==> config.mk <==
export PLATFORM = sky130hd
export DESIGN_NAME = bch_fast_decoder
export DESIGN_NICKNAME = d
export VERILOG_FILES = /design/src/rtl/bch_fast_pkg.sv /design/src/rtl/bch_syndrome.sv /design/src/rtl/bch_single_test.sv /design/src/rtl/bch_fast_decoder.sv
export SDC_FILE = /design/constraint.sdc
export NUM_CORES = 1
export LEC_CHECK = 0
export ABC_AREA = 1
export BUFFER_PORTS_ARGS = -buffer_cell sky130_fd_sc_hd__buf_2
export CORE_MARGIN = 3
export CORE_UTILIZATION = 54
export DETAILED_ROUTE_END_ITERATION = 8
export GPL_TIMING_DRIVEN = 1
export PLACE_DENSITY = 0.86
export SYNTH_ARGS = -nofsm -noshare
export SYNTH_HDL_FRONTEND = slang
export SYNTH_SLANG_ARGS = --single-unit
==> constraint.sdc <==
create_clock -name clk -period 3 [get_ports clk]
set_input_delay 0.15 -clock clk [delete_from_list [all_inputs] [get_ports clk]]
set_output_delay 0.15 -clock clk [all_outputs]
set_load 0.02 [all_outputs]
==> src/rtl/bch_fast_pkg.sv <==
// Package: field constants and GF(2^m) arithmetic shared by the decoder.
// Assumes a binary field with a primitive reduction polynomial.
package bch_fast_pkg;

    localparam int GF_M = 6;
    localparam logic [GF_M:0] GF_POLY = 7'b100_0011;
    localparam int GF_N = (1 << GF_M) - 1;

    typedef logic [GF_M-1:0] gf_t;

    typedef enum logic [1:0] {
        ST_CLEAN = 2'd0,
        ST_FIXED = 2'd1,
        ST_MULTI = 2'd2
    } fix_status_e;

    // Multiply a field element by alpha (one shift with reduction).
    function automatic gf_t gf_xtime(gf_t a);
        gf_t r;
        r = {a[GF_M-2:0], 1'b0};
        if (a[GF_M-1]) r = r ^ GF_POLY[GF_M-1:0];
        return r;
    endfunction

    // General field multiply, shift-and-add from the top bit of b.
    function automatic gf_t gf_mul(gf_t a, gf_t b);
        gf_t acc;
        acc = '0;
        for (int i = GF_M - 1; i >= 0; i--) begin
            acc = gf_xtime(acc);
            if (b[i]) acc = acc ^ a;
        end
        return acc;
    endfunction

    // alpha^e for 0 <= e < GF_N, used only for elaboration constants.
    function automatic gf_t gf_alpha_pow(int e);
        gf_t r;
        r = gf_t'(1);
        for (int i = 0; i < GF_N; i++) begin
            if (i < e) r = gf_xtime(r);
        end
        return r;
    endfunction

endpackage

==> src/rtl/bch_syndrome.sv <==
// Syndrome generator: overall parity and odd syndromes S(2k+1), k = 0..T-1.
// Assumes positions 0..GF_N-1 carry the BCH word and GF_N the parity bit.
module bch_syndrome
    import bch_fast_pkg::*;
#(
    parameter int T = 2
) (
    input  logic [GF_N:0]              word,
    output logic                       par,
    output logic [T-1:0][GF_M-1:0]     syn
);

    // Overall parity over every stored bit, parity bit included.
    assign par = ^word;

    for (genvar k = 0; k < T; k++) begin : g_syn
        gf_t terms [GF_N];
        gf_t acc;

        for (genvar j = 0; j < GF_N; j++) begin : g_col
            localparam gf_t COL = gf_alpha_pow(((2 * k + 1) * j) % GF_N);
            assign terms[j] = word[j] ? COL : '0;
        end

        // XOR reduction of the selected H columns for this syndrome.
        always_comb begin
            acc = '0;
            for (int i = 0; i < GF_N; i++) acc = acc ^ terms[i];
        end

        assign syn[k] = acc;
    end

endmodule

==> src/rtl/bch_single_test.sv <==
// Single-error test and locator. A single error needs odd parity and
// S1^(2k+1) == S(2k+1) for every k >= 1. The locator marks the data
// position whose H1 column equals S1; positions below FIRST are not decoded.
module bch_single_test
    import bch_fast_pkg::*;
#(
    parameter int T     = 2,
    parameter int FIRST = 12,
    localparam int NLOC = GF_N - FIRST
) (
    input  logic                   par,
    input  logic [T-1:0][GF_M-1:0] syn,
    output logic                   is_single,
    output logic [NLOC-1:0]        loc_hot
);

    logic [T-1:0][GF_M-1:0] pw;
    logic [T-1:0]           match;
    gf_t                    sq;

    // Odd powers of S1 built by repeated multiply with S1 squared.
    assign sq       = gf_mul(syn[0], syn[0]);
    assign pw[0]    = syn[0];
    assign match[0] = 1'b1;

    for (genvar k = 1; k < T; k++) begin : g_pow
        assign pw[k]    = gf_mul(pw[k-1], sq);
        assign match[k] = (pw[k] == syn[k]);
    end

    // Single error when parity is odd and all power checks agree.
    assign is_single = par & (&match);

    for (genvar j = 0; j < NLOC; j++) begin : g_loc
        localparam gf_t COL = gf_alpha_pow(j + FIRST);
        assign loc_hot[j] = (syn[0] == COL);
    end

endmodule

==> src/rtl/bch_fast_decoder.sv <==
// Fast-path BCH decoder top. Decodes one word per cycle in a single
// combinational stage and registers data and status together.
// Zero syndrome: clean. Single error: bit inverted (check or parity bit
// errors leave data untouched). Otherwise: multi-bit flag, raw data.
module bch_fast_decoder
    import bch_fast_pkg::*;
#(
    parameter int T = 2,
    localparam int R = GF_M * T,
    localparam int W = GF_N + 1,
    localparam int K = GF_N - R
) (
    input  logic          clk,
    input  logic          rst_n,
    input  logic          in_valid,
    input  logic [W-1:0]  in_word,
    output logic          out_valid,
    output logic [K-1:0]  out_data,
    output logic [1:0]    out_status
);

    logic                   par;
    logic [T-1:0][GF_M-1:0] syn;
    logic                   is_single;
    logic [K-1:0]           loc_hot;
    logic                   nonzero;
    logic [K-1:0]           data_next;
    fix_status_e            status_next;
    fix_status_e            status_q;

    bch_syndrome #(.T(T)) u_syn (
        .word (in_word),
        .par  (par),
        .syn  (syn)
    );

    bch_single_test #(.T(T), .FIRST(R)) u_single (
        .par       (par),
        .syn       (syn),
        .is_single (is_single),
        .loc_hot   (loc_hot)
    );

    // Classify the syndrome and apply the one-bit fix to the data field.
    always_comb begin
        nonzero   = par | (|syn);
        data_next = in_word[GF_N-1:R] ^ (is_single ? loc_hot : '0);
        if (!nonzero)      status_next = ST_CLEAN;
        else if (is_single) status_next = ST_FIXED;
        else               status_next = ST_MULTI;
    end

    // Output register: valid each cycle, data and status on accepted words.
    always_ff @(posedge clk) begin
        if (!rst_n) begin
            out_valid <= 1'b0;
            out_data  <= '0;
            status_q  <= ST_CLEAN;
        end else begin
            out_valid <= in_valid;
            if (in_valid) begin
                out_data <= data_next;
                status_q <= status_next;
            end
        end
    end

    assign out_status = status_q;

endmodule

==> results of run 1 <==
metrics by stage:
| stage | area, um^2 | setup WS, ns | setup TNS [ns] | util |
|---|---|---|---|---|
| 3_5_place_dp | 11100 | -0.633 | -30.75 | 0.728 |
| 3_3_place_gp | 11100 | -0.481 | -22.34 | 0.728 |
| 4_1_cts | 12700 | -0.128 | -4.36 | 0.834 |
| 2_1_floorplan | 8640 | -0.131 | -5.60 | - |
timing repair:
item / 4_1_cts
setup endpoints to repair: 53
buffers inserted: 24
resized for setup: 310
pin swaps: 98
cloned: 7
hold buffers: 0
kinds of logic after synthesis:
family          after synthesis  share of synthesized area
xor+xnor                    200                      0.212
simple gates                874                      0.463
fa+ha+maj                     1                    0.00148
buf+inv                     236                      0.122
compound gates              110                     0.0728
flops                        54                      0.128
metal layers:
layer,overflow,track usage
met5,0,0.147
met4,38,0.693
met3,4,0.549
met2,57,0.838
met1,0,0.675
==> Implementation_results.wiki, run 1 <==
{| class="wikitable"
! Metric !! Value
|-
| Sequential element share of the synthesized area || 0.128
|-
| Maximum number of pins on one net before global-route repair || 108
|-
| Max clock buf depth || 2
|-
| Post-Synthesis Mean Instance Area || 5.72 um^2
|-
| TritonCTS Buffers || 5
|-
| Starting utilization of the core area || 0.553
|-
| Most used standard cells in the synthesized netlist || 519 x sky130_fd_sc_hd__nand2_1, 134 x sky130_fd_sc_hd__nand3_1, 111 x sky130_fd_sc_hd__xor2_1
|-
| YS warnings || 0
|-
| Cells taking the most area after synthesis || sky130_fd_sc_hd__nand2_1 23%, sky130_fd_sc_hd__dfxtp_1 13%, sky130_fd_sc_hd__xor2_1 12%, sky130_fd_sc_hd__xnor2_1 8.7%, sky130_fd_sc_hd__nand3_1 7.9%
|-
| Number of standard cells after synthesis || 1,475
|-
| IO buf count || 120
|-
| Final weighted congestion in routability-driven placement || 1.05
|-
| Total congestion overflow || 99
|-
| Area share of the leading cell type in the synthesized netlist || 0.231
|-
| Distinct cell type count after synthesis || 37
|-
| Number of ports placed on the die boundary || 121
|-
| Last stage reached || global routing (5_1_grt)
|-
| Cell area after synthesis || 8440 um^2
|-
| Synthesized flop and latch total || 54
|-
| Number of clock sinks || 54
|-
| HPWL Detailed || 28.1 mm
|-
| Predominant post-synthesis flop cell || sky130_fd_sc_hd__dfxtp_1
|-
| Cell count after placement || 1,994
|-
| Count of H-tree levels built during CTS || 2
|-
| Overall Global Routing Usage || 0.682
|-
| Cell at the root of the clock tree || sky130_fd_sc_hd__clkbuf_16
|-
| Row count || 45
|-
| Number of synthesized flops with an enable pin || 0
|-
| Die Span Y || 131 um
|-
| Die span in x || 131 um
|-
| Number of global-route vias before repair || 15,200
|-
| Cell type with the highest aggregate area in the netlist || sky130_fd_sc_hd__nand2_1
|-
| Number of nets produced by synthesis || 1,543
|-
| Ys async rst share || 0
|-
| Most used standard cell by instance count after synthesis || sky130_fd_sc_hd__nand2_1
|-
| Global-route wire length before repair || 90.0 mm
|-
| Outcome || stopped before the end
|-
| Error || [ERROR GRT-0116] Global routing finished with congestion. Check the congestion regions in the DRC Viewer.
|}
==> run 2, diff against run 1 <==
Settings changed: CORE_UTILIZATION 54 to 40, PLACE_DENSITY 0.86 to not set, PLACE_DENSITY_LB_ADDON set to 0.15.
Clock period 3 ns to 3.9 ns, I/O delays scaled along.
==> Implementation_results.wiki, run 2 <==
{| class="wikitable"
! Metric !! Value
|-
| Crit-path max FO || 23
|-
| Comb pwr share || 0.831
|-
| Compound-cell area share of the yosys netlist || 0.0728
|-
| Fraction of layout cells with a size suffix above 1 || 0.213
|-
| Post-route minimum period || 3.56 ns
|-
| Die Span Y || 151 um
|-
| Via count || 9,756
|-
| Ys async rst share || 0
|-
| # setup viols final || 0
|-
| Clock tree from TritonCTS || yes
|-
| Ratio of total power to cell area || 679 nW/um^2
|-
| IO buf count || 120
|-
| Die span in x || 151 um
|-
| Core region area || 20,500 um^2
|-
| Wire length per cell || 18.1 um
|-
| Pwr Total || 6680 uW
|-
| Required arrival time at the worst endpoint || 4.13 ns
|-
| Number of global-route vias before repair || 8,693
|-
| Most used standard cells in the synthesized netlist || 519 x sky130_fd_sc_hd__nand2_1, 134 x sky130_fd_sc_hd__nand3_1, 111 x sky130_fd_sc_hd__xor2_1
|-
| Number of nets produced by synthesis || 1,543
|-
| Maximum number of pins on one net before global-route repair || 108
|-
| Largest stage delay on the critical path || 0.27 ns
|-
| Mux cell area share after synthesis || 0
|-
| Total congestion overflow || 0
|-
| Quantity of hold-fixing buffers added after cts || 0
|-
| Wire length reported by the detailed router || 33.9 mm
|-
| Commonest non-fill, non-tap cells in the layout || 513 x sky130_fd_sc_hd__nand2_1, 133 x sky130_fd_sc_hd__nand3_1, 113 x sky130_fd_sc_hd__buf_2
|-
| Global-route wire length before repair || 49.2 mm
|-
| Starting utilization of the core area || 0.412
|-
| Register ranked first by flip-flop count || out_data
|-
| Number of search-and-repair iterations in the first detailed-routing pass || 6
|-
| Final weighted congestion in routability-driven placement || 0.966
|-
| Final #Nets || 1,669
|-
| Final worst path period share || 0.914
|-
| Number of vias per cell after detailed routing || 5.21
|-
| Cells taking the most area after synthesis || sky130_fd_sc_hd__nand2_1 23%, sky130_fd_sc_hd__dfxtp_1 13%, sky130_fd_sc_hd__xor2_1 12%, sky130_fd_sc_hd__xnor2_1 8.7%, sky130_fd_sc_hd__nand3_1 7.9%
|-
| Leakage || 0.00525 uW
|-
| Overall Global Routing Usage || 0.284
|-
| Family of cells with the greatest summed delay on the critical path || simple AND/OR/NAND/NOR gates
|-
| Final hold slack || 0.315 ns
|-
| Cell type with the highest aggregate area in the netlist || sky130_fd_sc_hd__nand2_1
|-
| Cell at the root of the clock tree || sky130_fd_sc_hd__clkbuf_16
|-
| Switching part of the total power || 0.574
|-
| Footprint of the flip-flops and latches || 1080 um^2
|-
| Number of standard cells after synthesis || 1,475
|-
| Sum of negative setup slack || 0 ns
|-
| Final slew viol count || 0
|-
| Area occupied by multi-input gates || 6360 um^2
|-
| Most common library cell in the layout ignoring fill and taps || sky130_fd_sc_hd__nand2_1
|-
| Flip-flop count of the largest register, all copies and words added || 51
|-
| Antenna diodes || 0
|-
| Peak clock frequency supported by timing || 281 MHz
|-
| Share of synthesized cell area in full adder, half adder and majority cells || 0.00148
|-
| Synthesized flop and latch total || 54
|-
| Worst Setup End Kind || flop
|-
| Max-Cap Viols || 0
|-
| Simple-Gate Fraction of Synth Area || 0.463
|-
| Number of synthesized flops with an enable pin || 0
|-
| Total count of hold-check failures in the final report || 0
|-
| Antenna violations before repair || 0
|-
| Area enclosed by the die boundary || 22,900 um^2
|-
| Predominant post-synthesis flop cell || sky130_fd_sc_hd__dfxtp_1
|-
| Psw || 3830 uW
|-
| Part of the power in the clock network || 0.078
|-
| Detailed router's first-iteration violation count || 858
|-
| Count of buffer and inverter cells on the critical path || 7
|-
| TritonCTS Buffers || 5
|-
| Type of the worst setup path || input port to flop
|-
| Main combinational cell family by area after synthesis || simple AND/OR/NAND/NOR gates
|-
| Max clock buf depth || 2
|-
| Syn-to-layout area delta || 16.7%
|-
| Worst rel slew slack || 0.344
|-
| Distinct cell type count after synthesis || 37
|-
| Clock transition time at the flip-flop clock pins of the worst setup and hold paths || 0.07 ns
|-
| Least-Margin Pin Slew || 0.983 ns
|-
| Worst min-delay path category || input port to flop
|-
| YS warnings || 0
|-
| Worst setup skew after layout || 0 ns
|-
| Cell internal pwr || 2850 uW
|-
| Count of H-tree levels built during CTS || 2
|-
| Detail Route Antenna Nets || 0
|-
| Row count || 52
|-
| Number of design rule violations left after detail routing || 0
|-
| HPWL Detailed || 28.2 mm
|-
| Register share of total power || 0.091
|-
| Arrival time at the worst endpoint || 3.79 ns
|-
| Slowest CP cell || sky130_fd_sc_hd__ha_1
|-
| Peak supply drop || 0.460 mV
|-
| R2R Setup Slk || 3.17 ns
|-
| Most used cell along the critical path || sky130_fd_sc_hd__nand2_1
|-
| Number of ports placed on the die boundary || 121
|-
| Cell area after synthesis || 8440 um^2
|-
| Critical path launch point type || input port
|-
| Most used standard cell by instance count after synthesis || sky130_fd_sc_hd__nand2_1
|-
| Sequential element share of the synthesized area || 0.128
|-
| Clock latency at the later pin of the worst-skew pair || 0.30 ns
|-
| Outcome || completed
|-
| Synth Area in XOR/XNOR || 0.212
|-
| Post-Synthesis Mean Instance Area || 5.72 um^2
|-
| Number of clock sinks || 54
|-
| Finished Core Util || 0.480
|-
| Area share of the leading cell type in the synthesized netlist || 0.231
|-
| Count of filler cells inserted in the layout || 2,265
|}
run 2: cell counts after synthesis:
No cell type changed its count.
run 2: kinds of logic after synthesis:
| group | count (synthesis) |
|---|---|
| AOI/OAI and AO/OA | 110 |
| xor gates and xnor gates | 200 |
| adders and majority gates | 1 |
| buffers and inverters | 236 |
| DFF | 54 |
| and+or+nand+nor | 874 |
run 2: final timing paths:
path                                    start             to  cells after the start
worst min register to register  out_status[1]  out_status[1]                      2
worst max-delay path              in_word[61]   out_data[50]                     33
worst min-delay path              in_word[48]   out_data[36]                      5
worst max register to register   out_data[36]   out_data[36]                      2
run 2: layout make-up:
class                      instances  area share
clock inverter                     2     0.00381
inverter                         150      0.0577
clock buffer                       6      0.0131
multi-input combinational       1186       0.646
sequential                        54       0.110
tap                              270      0.0343
timing repair buffer             204       0.136
run 2: stage by stage:
step           instance area [um^2]  cells  worst slack (ns)
3_3_place_gp                   9570   1858            0.0620
3_5_place_dp                   9570   1858            0.0174
6_report                       9850   1872             0.335
4_1_cts                        9740   1866             0.331
2_1_floorplan                  8440   1475             0.579
5_1_grt                        9850   1872          -0.00630
run 2: worst reg2reg max path, stage by stage (launching register included):
cell and delay, ns:
sky130_fd_sc_hd__dfxtp_1 0.32, sky130_fd_sc_hd__o21ai_0 0.23, sky130_fd_sc_hd__a21oi_2 0.05
run 2: per-layer routing:
layer | wire length, um | GRT usage
met3 | 2480 | 0.0476
met5 | 0 | 0
met4 | 1220 | 0.0984
met2 | 15700 | 0.475
met1 | 14500 | 0.368
run 2: timing repair:
| action | in CTS | in global routing |
|---|---|---|
| setup buffers | 0 | 4 |
| setup endpoints to repair | 0 | 51 |
| resized for setup | 0 | 16 |
run 2: power by group through the flow:
| stage | logic (uW) | clock network [uW] | registers, uW |
|---|---|---|---|
| 6_report | 5550 | 519 | 609 |
| 5_1_grt | 5980 | 548 | 613 |
| 4_1_cts | 5070 | 531 | 609 |
| 3_5_place_dp | 5060 | 0 | 621 |
| 3_3_place_gp | 5010 | 0 | 621 |
| 2_1_floorplan | 3620 | 0 | 669 |
No activity file was read; power rests on OpenSTA's default activity.
